### config.mk
export PLATFORM = sky130hd
export DESIGN_NAME = sync_pulse_seq
export DESIGN_NICKNAME = d
export VERILOG_FILES = /design/src/rtl/sps_pkg.sv /design/src/rtl/sps_word_unpack.sv /design/src/rtl/sps_down_counter.sv /design/src/rtl/sps_irq_pulse.sv /design/src/rtl/sps_sync_drive.sv /design/src/rtl/sync_pulse_seq.sv
export SDC_FILE = /design/constraint.sdc
export NUM_CORES = 1
export LEC_CHECK = 0
export BUFFER_PORTS_ARGS = -buffer_cell sky130_fd_sc_hd__clkbuf_2
export CAP_MARGIN = 20
export CORE_ASPECT_RATIO = 2
export CORE_MARGIN = 2
export CORE_UTILIZATION = 56
export CTS_BUF_LIST = sky130_fd_sc_hd__clkbuf_4 sky130_fd_sc_hd__clkbuf_8
export DETAILED_ROUTE_END_ITERATION = 7
export GPL_ROUTABILITY_DRIVEN = 0
export PLACE_DENSITY_LB_ADDON = 0.1
export SKIP_LAST_GASP = 1
export SLEW_MARGIN = 20
export SYNTH_ARGS = -nofsm -noshare
export SYNTH_HDL_FRONTEND = slang
export SYNTH_HIERARCHICAL = 1
export SYNTH_SLANG_ARGS = --single-unit
### constraint.sdc
create_clock -name clk -period 3.6 [get_ports clk]
set_clock_uncertainty 0.2 [all_clocks]
set_input_delay 0.18 -clock clk [delete_from_list [all_inputs] [get_ports clk]]
set_output_delay 0.18 -clock clk [all_outputs]
set_load 0.005 [all_outputs]
### src/rtl/sps_pkg.sv
package sps_pkg;
    localparam int SPS_SEL_W    = 3;
    localparam int SPS_OVERHEAD = 5;

    typedef enum logic [2:0] {
        ST_FETCH = 3'd0,
        ST_LOAD  = 3'd1,
        ST_CMD_A = 3'd2,
        ST_CMD_B = 3'd3,
        ST_WAIT  = 3'd4
    } sps_state_e;
endpackage

### src/rtl/sps_word_unpack.sv
module sps_word_unpack import sps_pkg::*; #(
    parameter int CNT_W = 14,
    parameter int CMD_W = 16
) (
    input  logic [CNT_W+CMD_W+1:0]  word,
    output logic                    h_o,
    output logic                    v_o,
    output logic [CNT_W-1:0]        cnt_o,
    output logic                    trig_o,
    output logic [SPS_SEL_W-1:0]    sel_o
);
    localparam int CMD_LO = CNT_W + 2;
    localparam int CMD_HI = CMD_LO + CMD_W - 1;

    logic cmd_unused_bits;

    assign h_o    = word[0];
    assign v_o    = word[1];
    assign cnt_o  = word[CMD_LO-1:2];
    assign trig_o = word[CMD_HI];
    assign sel_o  = word[CMD_LO+SPS_SEL_W-1:CMD_LO];
    // middle command bits select nothing
    assign cmd_unused_bits = ^word[CMD_HI-1:CMD_LO+SPS_SEL_W];
endmodule

### src/rtl/sps_down_counter.sv
module sps_down_counter #(
    parameter int W = 14
) (
    input  logic         clk,
    input  logic         rst,
    input  logic         load,
    input  logic [W-1:0] load_val,
    input  logic         dec,
    output logic         zero_o
);
    typedef struct packed {
        logic [W-1:0] cnt;
    } ctr_t;

    ctr_t ctr_d, ctr_q;

    always_comb begin
        ctr_d = ctr_q;
        if (load) begin
            ctr_d.cnt = load_val;
        end else if (dec) begin
            ctr_d.cnt = ctr_q.cnt - W'(1);
        end
    end

    always_ff @(posedge clk) begin
        if (rst) begin
            ctr_q <= '0;
        end else begin
            ctr_q <= ctr_d;
        end
    end

    assign zero_o = (ctr_q.cnt == '0);
endmodule

### src/rtl/sps_irq_pulse.sv
module sps_irq_pulse import sps_pkg::*; #(
    parameter int NUM_IRQ = 8
) (
    input  logic                 clk,
    input  logic                 rst,
    input  logic                 fire,
    input  logic [SPS_SEL_W-1:0] sel,
    output logic [NUM_IRQ-1:0]   irq_o
);
    typedef struct packed {
        logic [NUM_IRQ-1:0] irq;
    } pulse_t;

    pulse_t pl_d, pl_q;

    always_comb begin
        pl_d.irq = '0;
        for (int i = 0; i < NUM_IRQ; i++) begin
            if (fire && (sel == SPS_SEL_W'(i))) begin
                pl_d.irq[i] = 1'b1;
            end
        end
    end

    always_ff @(posedge clk) begin
        if (rst) begin
            pl_q <= '0;
        end else begin
            pl_q <= pl_d;
        end
    end

    assign irq_o = pl_q.irq;
endmodule

### src/rtl/sps_sync_drive.sv
module sps_sync_drive #(
    parameter bit ACTIVE_LOW = 1'b0
) (
    input  logic clk,
    input  logic rst,
    input  logic load,
    input  logic h_i,
    input  logic v_i,
    output logic hsync_o,
    output logic vsync_o
);
    localparam logic [1:0] POL_MASK = {2{ACTIVE_LOW}};

    typedef struct packed {
        logic [1:0] pins;
    } pin_t;

    pin_t pn_d, pn_q;

    always_comb begin
        pn_d = pn_q;
        if (load) begin
            pn_d.pins = {v_i, h_i} ^ POL_MASK;
        end
    end

    always_ff @(posedge clk) begin
        if (rst) begin
            pn_q.pins <= POL_MASK;
        end else begin
            pn_q <= pn_d;
        end
    end

    assign hsync_o = pn_q.pins[0];
    assign vsync_o = pn_q.pins[1];
endmodule

### src/rtl/sync_pulse_seq.sv
module sync_pulse_seq import sps_pkg::*; #(
    parameter int CNT_W           = 14,
    parameter int CMD_W           = 16,
    parameter int NUM_IRQ         = 8,
    parameter bit SYNC_ACTIVE_LOW = 1'b0
) (
    input  logic                   clk,
    input  logic                   rst,
    input  logic [CNT_W+CMD_W+1:0] in_data,
    input  logic                   in_valid,
    output logic                   in_ready,
    output logic                   hsync_o,
    output logic                   vsync_o,
    output logic [NUM_IRQ-1:0]     irq_o,
    output logic                   underflow_o
);
    typedef struct packed {
        sps_state_e             st;
        logic                   ufl;
        logic [CNT_W-1:0]       cnt;
        logic                   trig;
        logic [SPS_SEL_W-1:0]   sel;
    } seq_t;

    seq_t seq_d, seq_q;

    logic                 accept;
    logic                 f_h, f_v, f_trig;
    logic [CNT_W-1:0]     f_cnt;
    logic [SPS_SEL_W-1:0] f_sel;
    logic                 cnt_load, cnt_dec, cnt_zero, irq_fire;

    sps_word_unpack #(.CNT_W(CNT_W), .CMD_W(CMD_W)) u_unpack (
        .word   (in_data),
        .h_o    (f_h),
        .v_o    (f_v),
        .cnt_o  (f_cnt),
        .trig_o (f_trig),
        .sel_o  (f_sel)
    );

    assign in_ready = (seq_q.st == ST_FETCH) && !rst;
    assign accept   = in_ready && in_valid;

    always_comb begin
        seq_d    = seq_q;
        cnt_load = 1'b0;
        cnt_dec  = 1'b0;
        irq_fire = 1'b0;
        case (seq_q.st)
            ST_FETCH: begin
                if (accept) begin
                    seq_d.cnt  = f_cnt;
                    seq_d.trig = f_trig;
                    seq_d.sel  = f_sel;
                    seq_d.st   = ST_LOAD;
                end else begin
                    seq_d.ufl = 1'b1;
                end
            end
            ST_LOAD: begin
                cnt_load = 1'b1;
                seq_d.st = ST_CMD_A;
            end
            ST_CMD_A: begin
                irq_fire = seq_q.trig;
                seq_d.st = ST_CMD_B;
            end
            ST_CMD_B: begin
                seq_d.st = ST_WAIT;
            end
            ST_WAIT: begin
                if (cnt_zero) begin
                    seq_d.st = ST_FETCH;
                end else begin
                    cnt_dec = 1'b1;
                end
            end
            default: begin
                seq_d.st = ST_FETCH;
            end
        endcase
    end

    always_ff @(posedge clk) begin
        if (rst) begin
            seq_q.st   <= ST_FETCH;
            seq_q.ufl  <= 1'b0;
            seq_q.cnt  <= '0;
            seq_q.trig <= 1'b0;
            seq_q.sel  <= '0;
        end else begin
            seq_q <= seq_d;
        end
    end

    sps_down_counter #(.W(CNT_W)) u_ctr (
        .clk      (clk),
        .rst      (rst),
        .load     (cnt_load),
        .load_val (seq_q.cnt),
        .dec      (cnt_dec),
        .zero_o   (cnt_zero)
    );

    sps_irq_pulse #(.NUM_IRQ(NUM_IRQ)) u_irq (
        .clk   (clk),
        .rst   (rst),
        .fire  (irq_fire),
        .sel   (seq_q.sel),
        .irq_o (irq_o)
    );

    sps_sync_drive #(.ACTIVE_LOW(SYNC_ACTIVE_LOW)) u_pins (
        .clk     (clk),
        .rst     (rst),
        .load    (accept),
        .h_i     (f_h),
        .v_i     (f_v),
        .hsync_o (hsync_o),
        .vsync_o (vsync_o)
    );

    assign underflow_o = seq_q.ufl;
endmodule

# [Word level (Yosys, flattened, before mapping)]
# Cells that the tools add are included.
[classes] n_mul=0 div=0 mux=17 n_eq_ne=13 bitwise=1 n_shift=0 magnitude_cmp=0 n_addsub=1 n_reduce_logical=18
[op_table] operator="14-bit two-way mux" n=2
[op_table] operator="3-bit equality test (second input constant)" n=5
[op_table] operator="3-bit one-hot mux with 5 select lines" n=1
[op_table] operator="14-bit logical NOT" n=1
[op_table] operator="14-bit by 1-bit subtractor with 14-bit output (second input constant)" n=1
[op_table] operator="3-bit by 2-bit equality test with 1-bit output (second input constant)" n=4
[op_table] operator="1-bit two-way mux" n=12
[op_table] operator="1-bit logical AND" n=10
[op_table] operator="3-bit by 1-bit equality test with 1-bit output (second input constant)" n=2
[op_table] operator="3-bit logical NOT" n=2
[op_table] operator="3-bit two-way mux" n=2
[op_table] operator="2-bit AND reduction" n=3
[op_table] operator="2-bit != test (second input constant)" n=2
[op_table] operator="2-bit nonzero test" n=1
[op_table] operator="1-bit logical NOT" n=1
[op_table] operator="1-bit inverter" n=1
[word_totals] mem_bits_ro=0 in_bits=35 elab_cells=58 latch_bits=0 reg_bits=46 memories=0 ram_bits=0 output_inout_bits=12

# [Depth between registers and ports, before layout]
[depth] ltp_word=5 mapped_depth=9 mapped_depth_nobuf=9

# [Cells and area by module]
# The synthesis kept the hierarchy.
[by_module_without_submodules] module="sync_pulse_seq" cells_each=101 n_inst=1 area_per_inst_um2=944.7 seq_area_each_um2=440.4
[by_module_without_submodules] module="sps_down_counter" cells_each=101 n_inst=1 area_per_inst_um2=825.8 seq_area_each_um2=280.3
[by_module_without_submodules] module="sps_irq_pulse" cells_each=21 n_inst=1 area_per_inst_um2=232.7 seq_area_each_um2=160.2
[by_module_without_submodules] module="sps_word_unpack" cells_each=20 n_inst=1 area_per_inst_um2=150.1 seq_area_each_um2=0.0
[by_module_without_submodules] module="sps_sync_drive" cells_each=6 n_inst=1 area_per_inst_um2=67.6 seq_area_each_um2=40.0

# [Worst setup path before layout]
# OpenSTA, ideal clock, no wires.
[synth_path] path_kind="reg2reg" start="reg u_ctr/ctr_q[0] (netlist name)" end="reg u_ctr/ctr_q[11] (netlist name)" setup_ns=0.115 period_less_slack_ns=2.887 required_ns=3.285 stages_incl_launch_ff=10 path_buffers=0 path_slack_ns=0.713 t_arrival_ns=2.572 cell_sequence="dfxtp_1 -> inv_1 -> ha_1 -> nor4b_1 -> and3_1 -> nor4b_1 -> nor4b_4 -> nand4_1 -> xnor2_1 -> o21a_1"
[synth_between] elab_chain_len=4
[synth_lines] element="start: declaration" line_no="sps_down_counter.sv:15" text="ctr_t ctr_d, ctr_q;"
[synth_lines] element="start signal: assignment" line_no="sps_down_counter.sv:30" text="ctr_q <= ctr_d;"
[synth_lines] element="14-bit logical NOT" line_no="sps_down_counter.sv:34" text="assign zero_o = (ctr_q.cnt == '0);"
[synth_lines] element="net cnt_zero" line_no="sync_pulse_seq.sv:31" text="logic cnt_load, cnt_dec, cnt_zero, irq_fire;"
[synth_lines] element="1-bit two-way mux" line_no="sync_pulse_seq.sv:73" text="if (cnt_zero) begin"
[synth_lines] element="1-bit two-way mux" line_no="sync_pulse_seq.sv:50" text="case (seq_q.st)"
[synth_lines] element="net cnt_dec" line_no="sync_pulse_seq.sv:31"
[synth_lines] element="2-bit nonzero test (no line)"
# The timed path passes the listed nets, and every way through them passes these cells. The select of a mux whose other input is x is not followed.
# A chain may end at the register's enable or synchronous reset.

# [Worst setup path after layout]
[layout_path] start="reg u_ctr/ctr_q[0] (netlist name)" end="reg u_ctr/ctr_q[13] (netlist name)"
# Same word-level chain as after synthesis.

==> summary.txt <==
Pwr
  – Ratio of total power to cell area: between 400 and 500 nW/µm²
  – Highest ir drop seen on vdd: 392 µV
  – Tot Pwr: about 1.1 mW
  – Leak: slightly above 1 nW

Clock tree
  – Number of clock sinks seen by CTS: 46
  – Root Buffer: clkbuf_8
  – Worst-Skew Late Latency: roughly 0.28 ns
  – Number of CTS-inserted buffers: 5
  – Clock tree from TritonCTS: done
  – Clock-pin slew on the worst setup and hold paths: 0.07 ns
  – Resize count post-CTS: 0
  – Maximum number of buffers from clock root to sink: 2
  – Count of H-tree levels built during CTS: 2

Yosys
  – Post-synthesis cell count: 249
  – Portion of the post-synthesis area used by sequential elements: 0.415
  – Count of yosys warnings during synthesis: 6
  – Count of unique library cells instantiated by Yosys: 42
  – Mapped Nets: 285
  – Total of flip-flops plus latches after synthesis: 46
  – Average cell area after synthesis: around 9 µm²
  – Mapped Area: 2220 µm²

Placed design
  – Detailed Place HPWL: 2910 µm
  – Count of port buffers added during placement: 34

Routing
  – Drc violations: 0
  – Overall via count from detail_route: 1,686
  – Pre-antenna DRT Iters: 4
  – Routed WL: 4300 µm
  – Post-DRT Antenna Nets: 0
  – Routed via count divided by cell count: 5.09
  – Drt initial violations: 22
  – Wire per inst: 13.0 µm

Cells and area
  – Area Growth Syn to Fin: 14.0%
  – Commonest cells after routing, fill and taps aside: dfxtp_1, clkbuf_2, nor2_1
  – Nets: 316
  – Number of antenna cells inserted: 0
  – Share of cells above drive strength 1: 0.232
  – Most frequent standard cell in the layout excluding fill and tap cells: dfxtp_1
  – Sequential cell area: just over 900 µm²
  – Utilization after layout: 0.659
  – Fillers: 372
  – Multi-input gate area in the final layout: 1020 µm²

STA
  – Final count of pins violating max slew: 0
  – Pin slew with the least headroom to its limit: 0.718 ns
  – Setup TNS after final layout: 0 ns
  – Unrepaired setup endpoints after global routing: no
  – Count of final hold-check violations: 0
  – Fraction of the cycle the final worst path needs: 0.751
  – Max-slew headroom at the worst pin: 0.521
  – Peak clock frequency supported by timing: 0.370 GHz
  – Setup-failing EPs final: 0
  – Final period demand of the worst path: 2.70 ns

Worst setup path
  – Cells along the critical path: inv_1 -> ha_1 -> nor4b_1 -> and3_1 -> nor4b_1 -> buf_4 -> nor4b_4 -> nand4_1 -> xnor2_1 -> o21a_1
  – Critical path peak fanout: 7
  – Standard cell with the maximum stage delay on the critical path: dfxtp_1
  – Slowest stage delay, CP: 0.42 ns
  – Type of origin of the critical path: flop
  – Most common cell on crit path: nor4b_1
  – Arrival time worst endpoint: 2.69 ns
  – Category of the worst setup path capture point: flop
  – Required time worst endpoint: 3.58 ns
  – Critical path class: reg2reg

Die
  – Die Ht: 93.1 µm
  – Row cnt: 32
  – Area enclosed by the die boundary: 4520 µm²
  – Initial standard-cell utilization of the core: 0.578
  – I/O pin count: 47
  – Total core area: between 3000 and 4000 µm²
  – Floorplan die width: ~49 µm

GRT
  – Largest net degree at the start of global routing: 42
  – Vias in the first global route: 1,648
  – Remaining global-route overflow: 0
  – Number of antenna violations at the first check in global routing: 0
  – Global-route usage over all layers: 0.206
  – Global-route wire length before repair: 7250 µm

Worst hold path
  – Type of the tightest min-delay check: in2reg

Job
  – Max-cap check violation count: 0

Run status
  – Run status: finished, final reports clean
## repair_timing
item,CTS,global route
buffers inserted,0,0
hold endpoints to repair,20,0
hold buffers,20,0
## critical path, delay by kind of cell, from the launching register on
| kind | cells | cell delay (ns) |
|---|---|---|
| compound gates | 1 | 0.16 |
| xor+xnor | 1 | 0.18 |
| fa+ha+maj | 1 | 0.22 |
| flops | 1 | 0.42 |
| buf+inv | 2 | 0.27 |
| simple gates | 5 | 1.15 |
## flip-flops by register name (all words and copies together) (netlist names)
register,cells
seq_q,21
u_ctr/ctr_q,14
u_irq/irq_o,8
u_pins/pn_q,2
underflow_o,1
## metrics by stage
step / worst slack [ns] / cells / cell area (µm²) / hold slack, ns
3_5_place_dp: 0.892 / 304 / 2250 / 0.204
3_3_place_gp: 0.931 / 304 / 2250 / 0.197
5_1_grt: 0.619 / 331 / 2530 / 0.269
6_report: 0.897 / 331 / 2530 / 0.240
4_1_cts: 0.866 / 331 / 2530 / 0.250
2_1_floorplan: 0.713 / 249 / 2220 / 0.0516
## cells in the mapped netlist
| cell type | instances | area [µm²] |
|---|---|---|
| nor3b_1 | 1 | 7.51 |
| dfxtp_1 | 46 | 921 |
| mux2i_1 | 2 | 20.0 |
| a21bo_2 | 1 | 10.0 |
| nor3_1 | 6 | 30.0 |
| or2_2 | 1 | 6.26 |
| nand2b_1 | 20 | 125 |
| or3_2 | 1 | 7.51 |
| inv_1 | 12 | 45.0 |
| clkbuf_2 | 1 | 5.00 |
| nor2b_1 | 2 | 12.5 |
| nand2_1 | 3 | 11.3 |
| a21oi_1 | 14 | 70.1 |
| nand4_1 | 2 | 12.5 |
| or2_1 | 1 | 6.26 |
| buf_1 | 1 | 3.75 |
| nand3b_1 | 2 | 15.0 |
| o21a_1 | 10 | 75.1 |
| a31oi_1 | 1 | 6.26 |
| or3b_4 | 1 | 11.3 |
| xnor2_1 | 8 | 70.1 |
| nor4b_4 | 1 | 23.8 |
| nor4_2 | 2 | 25.0 |
| buf_4 | 22 | 165 |
| and3_1 | 2 | 12.5 |
| nor4b_1 | 2 | 17.5 |
| nor4_4 | 1 | 21.3 |
| buf_6 | 2 | 22.5 |
| ha_1 | 1 | 12.5 |
| nor4_1 | 3 | 18.8 |
| or3_1 | 1 | 6.26 |
| o21ai_2 | 9 | 78.8 |
| nor2_1 | 21 | 78.8 |
| xor2_1 | 4 | 35.0 |
| o21ai_0 | 10 | 50.1 |
| buf_12 | 1 | 20.0 |
| nor3_2 | 1 | 10.0 |
| or4_4 | 1 | 11.3 |
| a211oi_1 | 1 | 7.51 |
| nand3_1 | 20 | 100 |
| and2_1 | 1 | 6.26 |
| clkbuf_1 | 7 | 26.3 |
## final cells by class
cell class,instances,area share
multi-input combinational,157,0.402
sequential,46,0.364
timing repair buffer,58,0.158
clock buffer,7,0.0331
tap,51,0.0252
inverter,12,0.0178
## cell families after synthesis
| kind of cell | Yosys count | share of synthesized area |
|---|---|---|
| compound gates | 46 | 0.134 |
| xor+xnor | 12 | 0.0473 |
| fa+ha+maj | 1 | 0.00563 |
| buf+inv | 46 | 0.130 |
| flops | 46 | 0.415 |
| mux | 2 | 0.00901 |
| simple gates | 96 | 0.260 |
## power by group
group | internal, mW | leakage, nW | switching, mW
clock network | 0.149 | 0.0452 | 0.149
logic | 0.105 | 0.591 | 0.104
registers | 0.551 | 0.376 | 0.0400
total | 0.805 | 1.01 | 0.293
## path summary, 6_finish.rpt
| path | startpoint | end | slack, ns | depth (start not counted) |
|---|---|---|---|---|
| hold reg to reg | seq_q[15] | seq_q[15] | 0.27 | 2 |
| setup reg to reg | u_ctr/ctr_q[0] | u_ctr/ctr_q[13] | 0.90 | 10 |
| setup / recovery | u_ctr/ctr_q[0] | u_ctr/ctr_q[13] | 0.90 | 10 |
| hold / removal | in_valid | seq_q[4] | 0.24 | 3 |
## routing by layer
metal | vias to the layer above | wire, µm | global-route usage
met1 | 781 | 1770 | 0.216
met2 | 23 | 2370 | 0.402
met3 | 5 | 99 | 0.0304
li1 | 877 | - | -
met5 | - | 0 | 0
met4 | 0 | 63 | 0.0786
No activity file was read; power rests on OpenSTA's default activity.
